<file path="src/rtl/burst_pkg.sv">
// Shared types and constants for the burst column generator.
// Assumes the largest burst is 8 beats, so a beat index needs 3 bits.
package burst_pkg;
    localparam int MAX_BURST = 8;
    localparam int BEAT_W    = $clog2(MAX_BURST);
    localparam int LG_W      = 2;

    typedef struct packed {
        logic [LG_W-1:0] len_lg;     // log2 of programmed length
        logic            interleave; // 1 = XOR order
        logic            single_wr;  // writes forced to one beat
        logic            err;        // illegal or reserved setting
    } mode_t;
endpackage

</file>
<file path="src/rtl/burst_mode_decode.sv">
// Decodes the mode word into burst length, ordering and write option,
// and flags reserved length, reserved latency and nonzero must-be-zero bits.
// Purely combinational; assumes the mode inputs are stable when start is sampled.
module burst_mode_decode
    import burst_pkg::*;
(
    input  logic [11:0] mode_a,
    input  logic [1:0]  mode_ba,
    output mode_t       mode
);
    logic [2:0] lat_code;
    logic       err_len;
    logic       err_lat;
    logic       err_zero;
    logic       unused_bit10;

    // Field split and legality terms.
    always_comb begin
        lat_code = mode_a[6:4];
        err_len  = mode_a[2];
        err_lat  = !((lat_code == 3'b010) || (lat_code == 3'b011));
        err_zero = mode_a[7] | mode_a[8] | mode_a[11] | (|mode_ba);
    end

    // Decoded mode record.
    always_comb begin
        mode.len_lg     = mode_a[1:0];
        mode.interleave = mode_a[3];
        mode.single_wr  = mode_a[9];
        mode.err        = err_len | err_lat | err_zero;
    end

    assign unused_bit10 = mode_a[10];
endmodule

</file>
<file path="src/rtl/burst_beat_ctr.sv">
// Burst sequencer: captures the start column and effective length on a legal
// start, then advances one beat per cycle until the last beat or an abort.
// Assumes start has priority over abort; synchronous active-low reset.
module burst_beat_ctr
    import burst_pkg::*;
#(
    parameter int COL_W = 8
) (
    input  logic              clk,
    input  logic              rst_n,
    input  logic              start,
    input  logic              abort,
    input  logic              is_write,
    input  logic [COL_W-1:0]  start_col,
    input  mode_t             mode,
    output logic              active,
    output logic              last,
    output logic [BEAT_W-1:0] beat,
    output logic [LG_W-1:0]   len_lg_q,
    output logic              inter_q,
    output logic [COL_W-1:0]  base_q
);
    logic            accept;
    logic [LG_W-1:0] eff_lg;
    logic [BEAT_W-1:0] final_beat;

    // Accept decision and effective length for the burst being started.
    always_comb begin
        accept = start && !mode.err;
        eff_lg = (is_write && mode.single_wr) ? '0 : mode.len_lg;
    end

    // Final beat index for the running burst.
    always_comb begin
        final_beat = BEAT_W'((1 << len_lg_q) - 1);
        last       = active && (beat == final_beat);
    end

    // Burst state register.
    always_ff @(posedge clk) begin
        if (!rst_n) begin
            active   <= 1'b0;
            beat     <= '0;
            len_lg_q <= '0;
            inter_q  <= 1'b0;
            base_q   <= '0;
        end else if (accept) begin
            active   <= 1'b1;
            beat     <= '0;
            len_lg_q <= eff_lg;
            inter_q  <= mode.interleave;
            base_q   <= start_col;
        end else if (abort || last) begin
            active   <= 1'b0;
            beat     <= '0;
        end else if (active) begin
            beat     <= beat + 1'b1;
        end
    end
endmodule

</file>
<file path="src/rtl/burst_col_calc.sv">
// Forms the column of a beat: the bits above the burst block come from the
// start column, the low bits from a sequential sum or an XOR with the beat.
// Combinational; assumes COL_W is larger than the beat index width.
module burst_col_calc
    import burst_pkg::*;
#(
    parameter int COL_W = 8
) (
    input  logic [COL_W-1:0]  base,
    input  logic [BEAT_W-1:0] beat,
    input  logic [LG_W-1:0]   len_lg,
    input  logic              interleave,
    output logic [COL_W-1:0]  col
);
    logic [BEAT_W-1:0] mask;
    logic [BEAT_W-1:0] low_in;
    logic [BEAT_W-1:0] ofs;
    logic [BEAT_W-1:0] low_out;

    // Block mask and start offset.
    always_comb begin
        mask   = BEAT_W'((1 << len_lg) - 1);
        low_in = base[BEAT_W-1:0];
    end

    // Offset inside the block for the selected ordering.
    generate
        if (BEAT_W > 0) begin : g_order
            always_comb begin
                if (interleave) ofs = low_in ^ beat;
                else            ofs = low_in + beat;
            end
        end
    endgenerate

    // Merge: keep bits outside the block, replace bits inside it.
    always_comb begin
        low_out = (low_in & ~mask) | (ofs & mask);
        col     = {base[COL_W-1:BEAT_W], low_out};
    end
endmodule

</file>
<file path="src/rtl/burst_colgen.sv">
// Top of the burst column generator: decodes the mode word, sequences the
// beats and computes each column. Outputs are driven from registered state.
// Assumes one beat per clock and synchronous active-low reset.
module burst_colgen
    import burst_pkg::*;
#(
    parameter int COL_W = 8
) (
    input  logic             clk,
    input  logic             rst_n,
    input  logic             start,
    input  logic             abort,
    input  logic             is_write,
    input  logic [COL_W-1:0] start_col,
    input  logic [11:0]      mode_a,
    input  logic [1:0]       mode_ba,
    output logic [COL_W-1:0] col,
    output logic             col_valid,
    output logic             col_last,
    output logic             mode_err
);
    mode_t             mode;
    logic              active;
    logic              last;
    logic [BEAT_W-1:0] beat;
    logic [LG_W-1:0]   len_lg_q;
    logic              inter_q;
    logic [COL_W-1:0]  base_q;
    logic [COL_W-1:0]  col_raw;

    burst_mode_decode u_dec (
        .mode_a  (mode_a),
        .mode_ba (mode_ba),
        .mode    (mode)
    );

    burst_beat_ctr #(.COL_W(COL_W)) u_ctr (
        .clk       (clk),
        .rst_n     (rst_n),
        .start     (start),
        .abort     (abort),
        .is_write  (is_write),
        .start_col (start_col),
        .mode      (mode),
        .active    (active),
        .last      (last),
        .beat      (beat),
        .len_lg_q  (len_lg_q),
        .inter_q   (inter_q),
        .base_q    (base_q)
    );

    burst_col_calc #(.COL_W(COL_W)) u_calc (
        .base       (base_q),
        .beat       (beat),
        .len_lg     (len_lg_q),
        .interleave (inter_q),
        .col        (col_raw)
    );

    // Output drive.
    always_comb begin
        col       = col_raw;
        col_valid = active;
        col_last  = last;
        mode_err  = mode.err;
    end
endmodule

</file>
<file path="config.mk">
export PLATFORM = sky130hd
export DESIGN_NAME = burst_colgen
export DESIGN_NICKNAME = d
export VERILOG_FILES = /design/src/rtl/burst_pkg.sv /design/src/rtl/burst_mode_decode.sv /design/src/rtl/burst_beat_ctr.sv /design/src/rtl/burst_col_calc.sv /design/src/rtl/burst_colgen.sv
export SDC_FILE = /design/constraint.sdc
export NUM_CORES = 1
export LEC_CHECK = 0
export CORE_ASPECT_RATIO = 1.1
export CORE_UTILIZATION = 41
export CTS_CLUSTER_DIAMETER = 40
export DETAILED_ROUTE_END_ITERATION = 16
export PLACE_DENSITY = 0.77
export SLEW_MARGIN = 15
export SYNTH_ARGS = -nofsm -noshare
export SYNTH_HDL_FRONTEND = slang
export SYNTH_SLANG_ARGS = --single-unit
</file>
<file path="constraint.sdc">
create_clock -name clk -period 2.1 [get_ports clk]
set_input_delay 0.315 -clock clk [delete_from_list [all_inputs] [get_ports clk]]
set_output_delay 0.315 -clock clk [all_outputs]
set_load 0.005 [all_outputs]
</file>
==> results of run 1 <==
cell usage after synthesis, drive strengths merged (2+ instances only):
| cell | n |
|---|---|
| buf | 8 |
| nor2b | 2 |
| ha | 3 |
| nand3 | 6 |
| o21ai | 2 |
| nor2 | 2 |
| a21boi | 11 |
| nand4 | 2 |
| a21oi | 3 |
| nand2 | 25 |
| dfxtp | 15 |
| xnor2 | 2 |
cell type report:
cell class                      instances  area [um2]
Sequential cell                        15       306.5
Timing Repair Buffer                   54       478.0
Multi-Input combinational cell         76       523.0
Tap cell                               28       35.03
Fill cell                             175       625.6
Clock buffer                            3       22.52
Inverter                                1       3.754
Clock inverter                          1       5.005
power groups by stage:
stage	sequential (uW)	clock, uW	combinational [uW]
2_1_floorplan	291	0	9.55
3_3_place_gp	291	0	58.6
3_5_place_dp	291	0	59.9
4_1_cts	285	172	60.3
5_1_grt	285	189	64.9
6_report	285	166	60.9
kinds of logic after synthesis:
| logic type | share of synthesized area |
|---|---|
| compound gates | 0.1907 |
| mux | 0.02474 |
| buf+inv | 0.08441 |
| fa+ha+maj | 0.06696 |
| flops | 0.3493 |
| simple gates | 0.2635 |
| xor+xnor | 0.02038 |
worst max path at each step:
stage | to | cells after the start
2_1_floorplan | col[2] | 6
3_3_place_gp | col[2] | 7
3_5_place_dp | col[2] | 7
4_1_cts | col[2] | 7
5_1_grt | col[2] | 7
6_report | col[2] | 7
state kept, by name, indices dropped and copies added (netlist names):
register,cells
u_ctr.active,1
u_ctr.base_q,8
u_ctr.beat,3
u_ctr.inter_q,1
u_ctr.len_lg_q,2
stage by stage:
| step | setup TNS [ps] | hold slack (ps) | utilization |
|---|---|---|---|
| 2_1_floorplan | 0 | 440.8 | - |
| 3_3_place_gp | -101.6 | 449.4 | 0.6483 |
| 3_5_place_dp | -149.2 | 460.0 | 0.6483 |
| 4_1_cts | -189.7 | 473.9 | 0.6715 |
| 5_1_grt | -191.1 | 506.6 | 0.6871 |
| 6_report | -50.53 | 469.8 | 0.6871 |
layer usage:
metal	vias to the layer above	wire (um)	track usage
met5	-	0	0
met4	0	34	0.05556
met3	4	85	0.03663
met2	25	1138	0.3833
met1	400	963	0.2387
li1	449	-	-
worst reg2reg max path: stages (launching register included):
cell	delay (ps)
dfxtp_2	340
or4_4	550
o22ai_4	170
buf_4	120
a31oi_1	40
a32o_1	250
timing repair:
| action | 4_1_cts | 5_1_grt |
|---|---|---|
| endpoints found under the hold margin | 0 | 0 |
| pin swaps | 3 | 4 |
| endpoints found under the setup margin | 3 | 4 |
| resized for setup | 9 | 14 |
| buffers inserted | 3 | 0 |
cells in the final DEF, fill, tap and decap left out, drive strengths merged, types with 2 or more instances in the layout:
cell type	count
nand2	25
buf	21
clkdlybuf4s50	32
a21oi	3
nand3	6
dfxtp	15
o21ai	2
nor2	2
nor2b	2
xnor2	2
ha	3
nand4	2
clkbuf	4
a21boi	11
==> out/metrics.yaml, run 1 <==
outcome: "finished with violations"
violations: "negative setup slack"
clockPowerShare: 0.325
yosysSeqAreaShare: 0.3493
antenna_found_initial: 0
synth_cells: 101
grt_overflow: 0
min_period_over_period: 1.024
max_freq_ghz: 0.4650
p_switching_uw: 110.1
min_period_ps: 2151
synth.cell_area_um2: 859.6
finalWirelength_um: 2221
cp_max_fo: 2
setup_viol: 1
viasPerCell: 4.933
fin_area_mm2: 0.001374
cp_cell_sequence: "ha_4 -> fa_2 -> nor2b_4 -> xnor2_1 -> nand3_1 -> xnor2_1 -> buf_2"
postCtsHoldBufs: 0
leakage_uw: 0.0005322
power_density_mw_per_mm2: 372.5
cp_top_family: "adder cells"
drc_errors: 0
drt_pass1_iterations: 4
rrSetupSlack_ps: 530
crit_required_ps: 1780
track_usage: 0.2102
drtAntennaViolNets: 0
swShare: 0.2151
post_dp_cell_area_mm2: 0.001296
synth_edf_count: 0
crit_path_end_kind: "primary output"
worstMarginPinSlew_ps: 400.6
finalNetCount: 182
ys_seq_elements: 15
synth_area_leader_cell: "dfxtp_1"
crit_buf_inv: 1
synth.top_cell.area_share: 0.3493
gp_congestion: 0.8111
peakVddDrop_mv: 0.5001
drv_cap: 0
p_comb_frac: 0.119
instances_no_fill: 178
wire_per_inst_um: 12.48
antenna-diode-count: 0
first_iter_violations: 12
drive_gt1_frac: 0.2667
slew_headroom: 0.7324
vias: 878
fp.coreArea_mm2: 0.001999
hold_violations: 0
synthTopCellsByArea: "dfxtp_1 (35%), nand2_1 (11%), a21boi_0 (7.9%)"
start_kind: "register"
dp.cells: 171
grt_max_degree: 16
clk_path_buf_depth: 2
io_buffers: 35
rows: 17
avgSynthCellArea_um2: 8.511
htree_num_levels: 1
worstRegToRegCells: 5
async_reset_ff_frac: 0
fin_ws_ps: -50.53
yosysUniqueCellTypes: 36
power.internal_uw: 401.7
die_h_um: 50.02
grt_pass1_vias: 871
worstHoldPathType: "register to register"
finalMaxSlewViolations: 0
dieWidth_um: 45.66
place_ws_ps: -139.5
synthFlopType: "dfxtp_1"
hold_end: "u_ctr.base_q[3]"
grt_pass1_wl_um: 3532
numCtsBuffers: 3
cts_tree: "built"
synth_warnings: 0
rsz0062_at_grt: "true"
p_total_uw: 511.7
area_growth_pct: 59.83
insertion_delay_ps: 280
cp_common_cell: "xnor2_1"
startpoint: "u_ctr.base_q[0]"
cp_slowest_cell: "dfxtp_2"
syn_nets: 132
reg2reg_from: "u_ctr.len_lg_q[1]"
hold_path_depth: 2
ioPinCount: 38
arrival_ps: 1840
clkTransAtPathRegs_ps: 100
start_util: 0.4299
finClkSkew_ps: 4.938
numClockSinks: 15
worstHoldStart: "u_ctr.base_q[3]"
root_buffer: "clkbuf_4"
dieArea_mm2: 0.002284
path_class: "register to primary output"
slowest_delay_ps: 350
seqPwrFrac: 0.556
dpl.hpwl_um: 1648
reg2reg_to: "u_ctr.active"
(Power assumes the default switching activity.)
==> inputs of run 2 (changes only) <==
Settings changed: CELL_PAD_IN_SITES_DETAIL_PLACEMENT set to 2, CELL_PAD_IN_SITES_GLOBAL_PLACEMENT set to 2, CORE_UTILIZATION 41 to 22, PLACE_DENSITY 0.77 to 0.75.
==> out/metrics.yaml, run 2 (same netlist as run 1, synthesis figures left out) <==
outcome: "complete, no violations"
antenna_found_initial: 0
finalMaxSlewViolations: 0
cts_tree: "built"
path_class: "register to primary output"
drtAntennaViolNets: 0
htree_num_levels: 1
dieArea_mm2: 0.004162
largest_reg_flops: 8
start_kind: "register"
die_h_um: 67.56
arrival_ps: 1760
mostFrequentLayoutCells: "clkdlybuf4s50_1 (32), nand2_1 (25), buf_4 (15), dfxtp_1 (12), a21boi_0 (9)"
gp_congestion: 0.6854
root_buffer: "clkbuf_8"
crit_required_ps: 1780
viasPerCell: 4.685
rows: 23
rsz0062_at_grt: "true"
wire_per_inst_um: 13.69
ioPinCount: 38
reg_top3: "u_ctr.base_q: 8 flops, u_ctr.beat: 3 flops, u_ctr.len_lg_q: 2 flops"
slew_headroom: 0.6940
start_util: 0.2334
dieWidth_um: 61.60
first_iter_violations: 2
grt_pass1_vias: 1077
drive_gt1_frac: 0.2381
clkTransAtPathRegs_ps: 70
postCtsHoldBufs: 0
min_period_over_period: 0.9882
finalWirelength_um: 2696
io_buffers: 35
insertion_delay_ps: 250
finalNetCount: 179
dpl.hpwl_um: 2150
leakage_uw: 0.0005331
grt_pass1_wl_um: 4629
cp_max_fo: 2
crit_path_end_kind: "primary output"
numClockSinks: 15
power_density_mw_per_mm2: 415.9
finClkSkew_ps: 0.7936
drt_pass1_iterations: 2
min_period_ps: 2075
drc_errors: 0
mostFrequentLayoutCell: "clkdlybuf4s50_1"
numCtsBuffers: 3
fin_area_mm2: 0.001409
place_ws_ps: -156.2
grt_overflow: 0
grt_max_degree: 16
max_freq_ghz: 0.4819
fin_ws_ps: 24.85
setup_viol: 0
hold_violations: 0
drv_cap: 0
clk_path_buf_depth: 2
worstHoldPathType: "register to register"
worstMarginPinSlew_ps: 458.0
top_register: "u_ctr.base_q"
area_growth_pct: 63.90
track_usage: 0.1526
holdWs_ps: 464.0
fp.coreArea_mm2: 0.003684
peakVddDrop_mv: 0.3089
post_dp_cell_area_mm2: 0.001314
antenna-diode-count: 0
vias: 923
==> run 2: cell types whose count changed in the layout (fill, tap and decap cells not counted), sizes merged <==
cell | previous run | this run
buf | 21 | 18
==> run 2: timing repair <==
item,in CTS,in global routing
gates resized for setup,10,11
buffers inserted,2,1
endpoints found under the setup margin,3,3
endpoints found under the hold margin,0,0
pin swaps,2,4
==> run 2: final cells by class <==
cell class / instances / area (um2)
Clock inverter: 1 / 5.005
Timing Repair Buffer: 51 / 467.9
Inverter: 1 / 3.754
Clock buffer: 3 / 41.29
Tap cell: 50 / 62.56
Multi-Input combinational cell: 76 / 524.3
Sequential cell: 15 / 304.0
Fill cell: 438 / 2275
==> run 2: worst paths after layout <==
kind | start | end | slack (ps) | cells after the start
hold / removal | u_ctr.base_q[5] | u_ctr.base_q[5] | 460 | 2
setup reg to reg | u_ctr.len_lg_q[1] | u_ctr.beat[2] | 490 | 6
setup / recovery | u_ctr.base_q[0] | col[2] | 20 | 7
hold reg to reg | u_ctr.base_q[5] | u_ctr.base_q[5] | 460 | 2
==> run 2: critical path, cell delays in order, from the launching register on <==
cell	delay [ps]
dfxtp_2	340
ha_4	160
fa_2	320
nor2b_4	140
xnor2_2	160
nand3_1	110
xnor2_1	160
buf_2	130
==> run 2: per-layer routing <==
metal / vias to the layer above / part of all wire / GRT usage
li1: 446 / - / -
met1: 446 / 0.38 / 0.1570
met2: 26 / 0.56 / 0.2823
met3: 5 / 0.041 / 0.02874
met4: 0 / 0.023 / 0.08333
met5: - / 0 / 0
==> run 2: report_power, final <==
part / total [uW] / internal, uW / switching [uW]
clock: 241 / 132 / 109
combinational: 60.3 / 45.9 / 14.3
sequential: 285 / 285 / 0.246
==> run 2: per-stage QoR <==
stage          TNS [ps]  utilization  power (uW)  cells
4_1_cts          -152.6       0.3726       601.1    196
5_1_grt          -71.06       0.3825       617.4    197
6_report              0       0.3825       586.0    197
3_5_place_dp     -249.5       0.3567       352.3    190
2_1_floorplan         0            -       300.8    101
3_3_place_gp     -131.2       0.3567       350.0    190
==> inputs of run 3 (changes only) <==
Settings changed: CORE_MARGIN set to 3.
==> out/metrics.yaml, run 3 (same netlist as run 1, synthesis figures left out) <==
path_class: "register to primary output"
holdWs_ps: 470.5
first_iter_violations: 15
numCtsBuffers: 3
start_kind: "register"
track_usage: 0.1335
slowest_delay_ps: 320
gp_congestion: 0.7394
finalMaxSlewViolations: 0
cp_top_family: "adder cells"
arrival_ps: 1780
root_buffer: "clkbuf_8"
cts_tree: "built"
antenna_found_initial: 0
worstHoldPathType: "register to register"
finalSetupTns_ps: 0
outcome: "complete, no violations"
crit_buf_inv: 1
ioPinCount: 38
reg_top3: "u_ctr.base_q: 8 flops, u_ctr.beat: 3 flops, u_ctr.len_lg_q: 2 flops"
cp_common_cell: "xnor2_1"
cp_slowest_cell: "dfxtp_2"
dieArea_mm2: 0.004694
worstMarginPinSlew_ps: 459.5
finClkSkew_ps: 6.467
insertion_delay_ps: 250
wire_per_inst_um: 14.54
p_total_uw: 585.3
largest_reg_flops: 8
crit_path_end_kind: "primary output"
area_growth_pct: 64.05
drive_gt1_frac: 0.2365
die_h_um: 71.56
fin_area_mm2: 0.001410
top_register: "u_ctr.base_q"
finalNetCount: 180
start_util: 0.2315
htree_num_levels: 1
fin_ws_ps: 2.750
drv_cap: 0
viasPerCell: 4.540
max_freq_ghz: 0.4768
min_period_ps: 2097
slew_headroom: 0.6930
antenna-diode-count: 0
mostFrequentLayoutCells: "clkdlybuf4s50_1 (32), nand2_1 (25), buf_4 (16), dfxtp_1 (12), a21boi_0 (9)"
dpl.hpwl_um: 2207
finalWirelength_um: 2878
grt_max_degree: 16
clkTransAtPathRegs_ps: 70
drtAntennaViolNets: 0
grt_pass1_wl_um: 4788
dieWidth_um: 65.60
place_ws_ps: -162.7
cp_cell_sequence: "ha_2 -> fa_2 -> nor2b_4 -> xnor2_1 -> nand3_1 -> xnor2_1 -> buf_2"
fp.coreArea_mm2: 0.003712
vias: 899
grt_overflow: 0
min_period_over_period: 0.9987
drc_errors: 0
rows: 23
numClockSinks: 15
grt_pass1_vias: 1038
leakage_uw: 0.0005271
hold_violations: 0
setup_viol: 0
io_buffers: 35
cp_max_fo: 2
rsz0062_at_grt: "true"
clk_path_buf_depth: 2
crit_required_ps: 1780
drt_pass1_iterations: 4
post_dp_cell_area_mm2: 0.001314
peakVddDrop_mv: 0.2190
power_density_mw_per_mm2: 415.1
mostFrequentLayoutCell: "clkdlybuf4s50_1"
==> run 3: power by group <==
part           internal [uW]  switching (uW)  total [uW]
combinational           46.3            14.5        60.8
sequential               285           0.251         285
clock                    132             108         240
total                    462             123         585
==> run 3: tightest hold or removal path: cells and delay by family (launching register included) <==
kind	cells	cell delay, ps
AOI/OAI and AO/OA	1	60
DFF	1	310
and+or+nand+nor	1	50
==> run 3: worst paths after layout <==
kind,slack [ps],cells past startpoint,endpoint,startpoint
min reg2reg,470,2,u_ctr.base_q[4],u_ctr.base_q[4]
max reg2reg,410,7,u_ctr.beat[2],u_ctr.len_lg_q[1]
min,470,2,u_ctr.base_q[4],u_ctr.base_q[4]
max,3,7,col[2],u_ctr.base_q[0]
==> run 3: area by class of cell <==
| cell class | instances | area [um2] |
|---|---|---|
| repair buffers | 52 | 480.5 |
| inverters | 1 | 3.754 |
| fillers | 418 | 2302 |
| flip-flops and latches | 15 | 304.0 |
| multi-input cells | 76 | 513.0 |
| clock buffers | 3 | 41.29 |
| clock inverters | 1 | 5.005 |
| well taps | 50 | 62.56 |
==> run 3: metal layers <==
metal  share of wire  GRT usage  vias up  wire [um]
met5               0          0        -          0
met4           0.010    0.05530        0         29
met3           0.043    0.02194        4        124
met2            0.54     0.2520       23       1547
met1            0.41     0.1445      425       1177
li1                -          -      447          -
==> run 3: through the flow <==
stage / util / cells
floorplan: - / 101
global placement: 0.3539 / 190
detailed placement: 0.3539 / 190
CTS: 0.3731 / 197
global route: 0.3798 / 198
finish: 0.3798 / 198
==> run 3: repair_timing <==
item	CTS	global route
pin swaps	3	5
setup buffers	3	1
setup endpoints to repair	3	4
gates resized for setup	9	10
hold buffers	0	0
endpoints found under the hold margin	0	0
